==> config.mk <==
export PLATFORM = sky130hd
export DESIGN_NAME = rx_desc_ring
export DESIGN_NICKNAME = d
export VERILOG_FILES = /design/src/rtl/rxd_pkg.sv /design/src/rtl/rxd_packer.sv /design/src/rtl/rxd_irq.sv /design/src/rtl/rx_desc_ring.sv
export SDC_FILE = /design/constraint.sdc
export NUM_CORES = 1
export LEC_CHECK = 0
export BUFFER_PORTS_ARGS = -buffer_cell sky130_fd_sc_hd__buf_2
export CAP_MARGIN = 20
export CORE_MARGIN = 2
export CORE_UTILIZATION = 45
export CTS_CLUSTER_DIAMETER = 120
export DETAILED_ROUTE_END_ITERATION = 12
export GPL_ROUTABILITY_DRIVEN = 0
export PLACE_DENSITY_LB_ADDON = 0.2
export SETUP_SLACK_MARGIN = 0.02
export SYNTH_ARGS = -nofsm -noshare
export SYNTH_HDL_FRONTEND = slang
export SYNTH_HIERARCHICAL = 1
export SYNTH_SLANG_ARGS = --single-unit
==> constraint.sdc <==
create_clock -name clk -period 4.5 [get_ports clk]
set_input_delay 0.9 -clock clk [delete_from_list [all_inputs] [get_ports clk]]
set_output_delay 0.9 -clock clk [all_outputs]
set_load 0.03 [all_outputs]
==> src/rtl/rxd_pkg.sv <==
package rxd_pkg;

  typedef enum logic [2:0] {
    ST_HALT,
    ST_GET_OWN,
    ST_GET_BUF,
    ST_RECV,
    ST_PUT_WORD,
    ST_PUT_STAT,
    ST_GET_NEXT
  } walk_state_t;

  // status word bit positions (software decodes these)
  localparam int OWN_BIT   = 31;
  localparam int CRC_BIT   = 17;
  localparam int LONG_BIT  = 19;
  localparam int GOOD_BIT  = 20;
  localparam int ALIGN_BIT = 21;
  localparam int RUNT_BIT  = 22;

  // interrupt status bit positions
  localparam int IRQ_DONE_BIT    = 0;
  localparam int IRQ_UNAVAIL_BIT = 10;

  // descriptor word byte offsets
  localparam int OFS_STAT = 0;
  localparam int OFS_BUF  = 4;
  localparam int OFS_NEXT = 12;

  // status word returned to software; owner bit always left clear
  function automatic logic [31:0] pack_status(input logic [15:0] len,
                                              input logic crc,
                                              input logic align,
                                              input logic runt,
                                              input logic trunc);
    logic [31:0] s;
    s            = '0;
    s[15:0]      = len;
    s[CRC_BIT]   = crc;
    s[ALIGN_BIT] = align;
    s[RUNT_BIT]  = runt;
    s[LONG_BIT]  = trunc;
    s[GOOD_BIT]  = !(crc || align || runt || trunc);
    s[OWN_BIT]   = 1'b0;
    return s;
  endfunction

endpackage

==> src/rtl/rxd_packer.sv <==
module rxd_packer #(
  parameter int DATA_W = 32
) (
  input  logic                clk,
  input  logic                rst_n,
  input  logic                take,
  input  logic [7:0]          byte_in,
  input  logic                clear,
  output logic [DATA_W-1:0]   word,
  output logic [DATA_W/8-1:0] be,
  output logic                at_top
);
  localparam int LANES = DATA_W / 8;
  localparam int LW    = (LANES > 1) ? $clog2(LANES) : 1;

  logic [LW-1:0] lane;

  always_ff @(posedge clk or negedge rst_n) begin
    if (!rst_n)     lane <= '0;
    else if (clear) lane <= '0;
    else if (take)  lane <= lane + 1'b1;
  end

  assign at_top = (lane == LW'(LANES - 1));

  for (genvar g = 0; g < LANES; g++) begin : g_lane
    logic [7:0] q;
    logic       v;
    always_ff @(posedge clk or negedge rst_n) begin
      if (!rst_n) begin
        q <= '0;
        v <= 1'b0;
      end else if (clear) begin
        v <= 1'b0;
      end else if (take && lane == LW'(g)) begin
        q <= byte_in;
        v <= 1'b1;
      end
    end
    assign word[8*g +: 8] = q;
    assign be[g]          = v;
  end

  // a byte must never land in a word that is already full
  assert_no_overfill_R4: assert property (@(posedge clk) disable iff (!rst_n)
    take |-> !(&be));
  assert_no_take_on_clear_R4: assert property (@(posedge clk) disable iff (!rst_n)
    !(take && clear));

endmodule

==> src/rtl/rxd_irq.sv <==
module rxd_irq #(
  parameter int W = 16
) (
  input  logic         clk,
  input  logic         rst_n,
  input  logic [W-1:0] set_vec,
  input  logic         clr_wr,
  input  logic [W-1:0] clr_data,
  output logic [W-1:0] stat
);
  logic [W-1:0] clr_mask;
  assign clr_mask = clr_wr ? clr_data : '0;

  // a new event wins over a clear in the same cycle
  always_ff @(posedge clk or negedge rst_n) begin
    if (!rst_n) stat <= '0;
    else        stat <= (stat & ~clr_mask) | set_vec;
  end

  assert_fall_needs_clear_R9: assert property (@(posedge clk) disable iff (!rst_n)
    (|($past(stat) & ~stat)) |-> $past(clr_wr));
  assert_rise_needs_event_R9: assert property (@(posedge clk) disable iff (!rst_n)
    (|(stat & ~$past(stat))) |-> (|$past(set_vec)));

endmodule

==> src/rtl/rx_desc_ring.sv <==
module rx_desc_ring
  import rxd_pkg::*;
#(
  parameter int ADDR_W    = 32,
  parameter int BUF_BYTES = 1536,
  parameter int IRQ_W     = 16
) (
  input  logic              clk,
  input  logic              rst_n,
  input  logic              ring_base_wr,
  input  logic [ADDR_W-1:0] ring_base_data,
  input  logic              kick,
  output logic [ADDR_W-1:0] cur_desc,
  input  logic              irq_clr_wr,
  input  logic [IRQ_W-1:0]  irq_clr_data,
  output logic [IRQ_W-1:0]  irq_stat,
  output logic              irq,
  input  logic              rx_valid,
  input  logic [7:0]        rx_byte,
  input  logic              rx_last,
  input  logic              rx_crc_bad,
  input  logic              rx_align_bad,
  input  logic              rx_runt,
  output logic              rx_ready,
  output logic              mem_req,
  output logic              mem_we,
  output logic [ADDR_W-1:0] mem_addr,
  output logic [31:0]       mem_wdata,
  output logic [3:0]        mem_be,
  input  logic              mem_ack,
  input  logic [31:0]       mem_rdata
);
  localparam int CNT_W = $clog2(BUF_BYTES + 1);
  localparam logic [CNT_W-1:0]  BUF_LIM    = CNT_W'(BUF_BYTES);
  localparam logic [ADDR_W-1:0] OFS_STAT_A = ADDR_W'(OFS_STAT);
  localparam logic [ADDR_W-1:0] OFS_BUF_A  = ADDR_W'(OFS_BUF);
  localparam logic [ADDR_W-1:0] OFS_NEXT_A = ADDR_W'(OFS_NEXT);

  // byte offset of the word holding the most recently stored byte
  function automatic logic [CNT_W-1:0] word_offset(input logic [CNT_W-1:0] c);
    logic [CNT_W-1:0] m;
    m      = c - 1'b1;
    m[1:0] = 2'b00;
    return m;
  endfunction

  walk_state_t       st;
  logic [ADDR_W-1:0] buf_addr;
  logic [CNT_W-1:0]  cnt;
  logic              f_crc, f_align, f_runt, f_trunc, last_seen;

  logic [31:0] pk_word;
  logic [3:0]  pk_be;
  logic        pk_top;
  logic [31:0] stat_word;

  // named internal events
  logic xfer, rx_take, store, drop, pk_clear;
  logic ev_unavail, ev_frame_done, ev_desc_step;
  logic [IRQ_W-1:0] irq_set;

  assign xfer          = mem_req && mem_ack;
  assign rx_ready      = (st == ST_RECV);
  assign rx_take       = rx_ready && rx_valid;
  assign store         = rx_take && (cnt < BUF_LIM);
  assign drop          = rx_take && !store;
  assign pk_clear      = (st == ST_PUT_WORD) && xfer;
  assign ev_unavail    = (st == ST_GET_OWN) && xfer && !mem_rdata[OWN_BIT];
  assign ev_frame_done = (st == ST_PUT_STAT) && xfer;
  assign ev_desc_step  = (st == ST_GET_NEXT) && xfer;
  assign stat_word     = pack_status(16'(cnt), f_crc, f_align, f_runt, f_trunc);

  always_comb begin
    irq_set                  = '0;
    irq_set[IRQ_DONE_BIT]    = ev_frame_done;
    irq_set[IRQ_UNAVAIL_BIT] = ev_unavail;
  end

  rxd_packer #(.DATA_W(32)) u_packer (
    .clk    (clk),
    .rst_n  (rst_n),
    .take   (store),
    .byte_in(rx_byte),
    .clear  (pk_clear),
    .word   (pk_word),
    .be     (pk_be),
    .at_top (pk_top)
  );

  rxd_irq #(.W(IRQ_W)) u_irq (
    .clk     (clk),
    .rst_n   (rst_n),
    .set_vec (irq_set),
    .clr_wr  (irq_clr_wr),
    .clr_data(irq_clr_data),
    .stat    (irq_stat)
  );

  assign irq = |irq_stat;

  // memory port, driven from state so a request holds until acknowledged
  always_comb begin
    mem_req   = 1'b0;
    mem_we    = 1'b0;
    mem_addr  = cur_desc + OFS_STAT_A;
    mem_wdata = pk_word;
    mem_be    = 4'hF;
    unique case (st)
      ST_GET_OWN:  mem_req = 1'b1;
      ST_GET_BUF:  begin mem_req = 1'b1; mem_addr = cur_desc + OFS_BUF_A; end
      ST_GET_NEXT: begin mem_req = 1'b1; mem_addr = cur_desc + OFS_NEXT_A; end
      ST_PUT_WORD: begin
        mem_req  = 1'b1;
        mem_we   = 1'b1;
        mem_addr = buf_addr + ADDR_W'(word_offset(cnt));
        mem_be   = pk_be;
      end
      ST_PUT_STAT: begin
        mem_req   = 1'b1;
        mem_we    = 1'b1;
        mem_wdata = stat_word;
      end
      default: ;
    endcase
  end

  always_ff @(posedge clk or negedge rst_n) begin
    if (!rst_n) begin
      st        <= ST_HALT;
      cur_desc  <= '0;
      buf_addr  <= '0;
      cnt       <= '0;
      f_crc     <= 1'b0;
      f_align   <= 1'b0;
      f_runt    <= 1'b0;
      f_trunc   <= 1'b0;
      last_seen <= 1'b0;
    end else begin
      if (ring_base_wr) cur_desc <= ring_base_data;
      unique case (st)
        ST_HALT: if (kick) st <= ST_GET_OWN;
        ST_GET_OWN: if (xfer) st <= mem_rdata[OWN_BIT] ? ST_GET_BUF : ST_HALT;
        ST_GET_BUF: if (xfer) begin
          buf_addr  <= mem_rdata[ADDR_W-1:0];
          cnt       <= '0;
          f_crc     <= 1'b0;
          f_align   <= 1'b0;
          f_runt    <= 1'b0;
          f_trunc   <= 1'b0;
          last_seen <= 1'b0;
          st        <= ST_RECV;
        end
        ST_RECV: if (rx_take) begin
          if (store) cnt <= cnt + 1'b1;
          if (drop)  f_trunc <= 1'b1;
          if (rx_last) begin
            f_crc     <= rx_crc_bad;
            f_align   <= rx_align_bad;
            f_runt    <= rx_runt;
            last_seen <= 1'b1;
          end
          if ((store && pk_top) || (rx_last && (store || (|pk_be))))
            st <= ST_PUT_WORD;
          else if (rx_last)
            st <= ST_PUT_STAT;
        end
        ST_PUT_WORD: if (xfer) st <= last_seen ? ST_PUT_STAT : ST_RECV;
        ST_PUT_STAT: if (xfer) st <= ST_GET_NEXT;
        ST_GET_NEXT: if (xfer) begin
          cur_desc <= mem_rdata[ADDR_W-1:0];
          st       <= ST_GET_OWN;
        end
        default: st <= ST_HALT;
      endcase
    end
  end

  assert_req_hold_R10: assert property (@(posedge clk) disable iff (!rst_n)
    (mem_req && !mem_ack) |=> (mem_req && $stable(mem_addr) && $stable(mem_we)
                               && $stable(mem_wdata)));
  assert_unavail_halts_R3: assert property (@(posedge clk) disable iff (!rst_n)
    ev_unavail |=> (!rx_ready && !mem_req && irq_stat[IRQ_UNAVAIL_BIT]));
  assert_done_flags_irq_R8: assert property (@(posedge clk) disable iff (!rst_n)
    ev_frame_done |=> irq_stat[IRQ_DONE_BIT]);
  assert_desc_moves_on_step_R8: assert property (@(posedge clk) disable iff (!rst_n)
    !$stable(cur_desc) |-> ($past(ring_base_wr) || $past(ev_desc_step)));
  assert_len_cap_R7: assert property (@(posedge clk) disable iff (!rst_n)
    cnt <= BUF_LIM);
  assert_write_inside_buffer_R7: assert property (@(posedge clk) disable iff (!rst_n)
    (st == ST_PUT_WORD) |-> (word_offset(cnt) < BUF_LIM));

endmodule

==> run metrics <==
run status finished with violations; failing checks design-rule violations; most frequent CP cell nor2_1; DIE HEIGHT 140 µm; CTS H-tree depth 4; gr usage total 25.3%; WL final 25000 µm; dpl cell area 9680 µm²; CTS tree done; ANT cells 0; largest net degree at the start of global routing 100; Syn Inst Count 910; fin. max-slew vios 0; Nets 1259; Die Span X 140 µm; Avg WL per Cell 18.1 µm; worst clock skew 10.4 ps; drt initial violations 516; most area-consuming cells after synthesis dfrtp_1 (41%), nand2_1 (7.9%), mux2_2 (7.0%), mux2i_1 (4.2%), a21oi_1 (3.5%); compound-cell area share of the yosys netlist 13.0%; Seq/Total Area, Yosys 41.1%; crit path max fanout 8; ys async rst share 100%; final instance area 10500 µm²; final core occ 58.2%; area delta synth->final 26.3%; share of cells above drive strength 1 32.5%; WS Path Type reg -> out; unrepaired setup endpoints after global routing yes; final worst-path cycle share 97.4%; Power Density 721 nW/µm²; Detailed Routing Iterations Pass 1 9; total grt overflow 0; initial antenna violation count 0; Final min period 4380 ps; post-DP HPWL 18100 µm; Synth cell types 71; # rows 49; cell with the largest stage delay on the worst path ha_1; fill count 1634; simple-gate share of the synthesized area 23.0%; Die ar. 19600 µm²; Worst-path clk slew 70 ps; share of the synthesized area in the top cell type 41.1%; syn_area_per_cell 9.16 µm²; worst skew pair latency 430 ps; first-pass GRT wire length 39300 µm; Leak 5.23 nW; final hold slack 479 ps; clk buf depth 2; Worst setup EP type output pin; post-synthesis mux area share 11.6%; Port Buffer Count 218; crit path launch type flip-flop; crit path DAT 3480 ps; vias in the first global route 7255; Ys Warns 6; antenna viol nets, final 0; Main synth FF type dfrtp_1; CTS Sinks 137; flops & latches, synth 137; final cell count without fillers 1382; Slew headroom 37.3%; CORE AREA 18100 µm²; total CTS buffers 17; adder-cell share of the synthesized area 3.18%; hold crit path type reg -> reg; maxcap violations 0; largest family of logic cells by synthesized area simple AND/OR/NAND/NOR gates; Final Setup Violations 0; CP Cell Sequence nor4_4, nand2b_1, nor2_1, xor2_1, ha_1, nor2_1, or3_4, a21o_4, and4bb_1, xnor2_2, o221ai_2, buf_6; Cell Area, Synth 8330 µm²; xor/xnor cell area share of the yosys netlist 4.52%; Buf/Inv on CP 1; Starting Density 46.1%; Fin. Hold Viols 0; number of flops mapped to enable cells by yosys 0; measured slew at the worst slew-check pin 940 ps; area leader, netlist dfrtp_1; Critical Path RT 3600 ps; # DRC 18; DP Cell Count 1340; largest stage delay on the critical path 430 ps; FMAX 228 MHz; clock root cell clkbuf_16; via count 7684; via/cell ratio 5.56; VDD IR max 466 µV; hold_buf cts 0; num ports 219; family with the most delay on the worst path simple AND/OR/NAND/NOR gates
## layout make-up
cell class,instances,area (µm²),area share [%]
Sequential cell,137,3430,32.6
Clock buffer,17,425,4.04
Timing Repair Buffer,247,1350,12.8
Inverter,12,45.0,0.428
Multi-Input combinational cell,725,4820,45.8
Clock inverter,15,173,1.64
Tap cell,229,287,2.72
## state kept, by name (all words and copies together), names as in the netlist
name,cells
f_runt,1
f_crc,1
u_packer/g_lane.v,4
f_trunc,1
cnt,11
u_packer/g_lane.q,32
buf_addr,32
u_irq/stat,16
cur_desc,32
st,3
u_packer/lane,2
f_align,1
last_seen,1
## cells in the mapped netlist (all sizes together) (15+ instances only)
cell and number:
nor2 73, nand2 175, mux2 54, o21ai 37, nand3 24, xnor2 23, a21o 23, nand4 15
mux2i 35, clkbuf 37, xor2 20, dfrtp 137, and2 19, a21oi 59, ha 18
## tightest hold or removal path, cell delays in order, from the launching register on
cell     delay [ps]
dfrtp_1         340
nand2_1          50
nand2_1          60
## placed cells by master (no fill, tap or decap), types with 19 or more instances in the layout
| cell type | n |
|---|---|
| xor2_1 | 20 |
| a21oi_1 | 56 |
| nand2_1 | 173 |
| xnor2_1 | 22 |
| nor2_1 | 71 |
| mux2i_1 | 35 |
| a21o_1 | 22 |
| buf_2 | 213 |
| dfrtp_1 | 136 |
| o21ai_0 | 35 |
| mux2_2 | 52 |
| and2_1 | 19 |
| nand3_1 | 22 |
| buf_4 | 28 |
## repair_timing
action	in CTS	in global routing
gates resized for setup	7	28
setup endpoints to repair	10	18
pin swaps	1	13
buffers inserted	2	7
## layer usage
| metal | part of all wire (%) | up-vias | GRT usage (%) |
|---|---|---|---|
| li1 | - | 3646 | - |
| met1 | 45 | 3732 | 35.5 |
| met2 | 48 | 276 | 40.8 |
| met3 | 5.7 | 30 | 4.14 |
| met4 | 1.3 | 0 | 7.23 |
| met5 | 0 | - | 0 |
## cells by family after synthesis
| family | after synthesis |
|---|---|
| DFF | 137 |
| buffers and inverters | 61 |
| other | 1 |
| xor gates and xnor gates | 43 |
| AOI/OAI and AO/OA | 169 |
| adders and majority gates | 20 |
| and+or+nand+nor | 390 |
| muxes | 89 |
## per-stage QoR
| step | TNS (ps) | power (W) | setup slack, ps |
|---|---|---|---|
| 6_report | 0 | 0.00760 | 117 |
| 4_1_cts | 0 | 0.00740 | 34.1 |
| 3_5_place_dp | 0 | 0.00589 | 217 |
| 2_1_floorplan | 0 | 0.00474 | 234 |
| 5_1_grt | -2.27 | 0.00803 | -2.27 |
| 3_3_place_gp | 0 | 0.00583 | 261 |
## power by group
group          switching [W]  leakage (nW)  total (W)  internal, W
sequential          0.000468          1.68    0.00210      0.00164
combinational        0.00253          3.26    0.00406      0.00153
clock               0.000641         0.290    0.00144     0.000796
total                0.00364          5.23    0.00760      0.00396
## final timing paths
| kind | from | endpoint | slack (ps) | depth (start not counted) |
|---|---|---|---|---|
| max | cnt[3] | mem_addr[31] | 120 | 12 |
| min | buf_addr[1] | buf_addr[1] | 480 | 2 |
| max reg2reg | st[2] | u_packer/g_lane[1].q[1] | 1560 | 7 |
| min reg2reg | buf_addr[1] | buf_addr[1] | 480 | 2 |
| max in group asynchronous | rst_n | cur_desc[24] | 3040 | 2 |
| min in group asynchronous | rst_n | cur_desc[17] | 550 | 1 |
No activity file was read; power rests on OpenSTA's default activity.
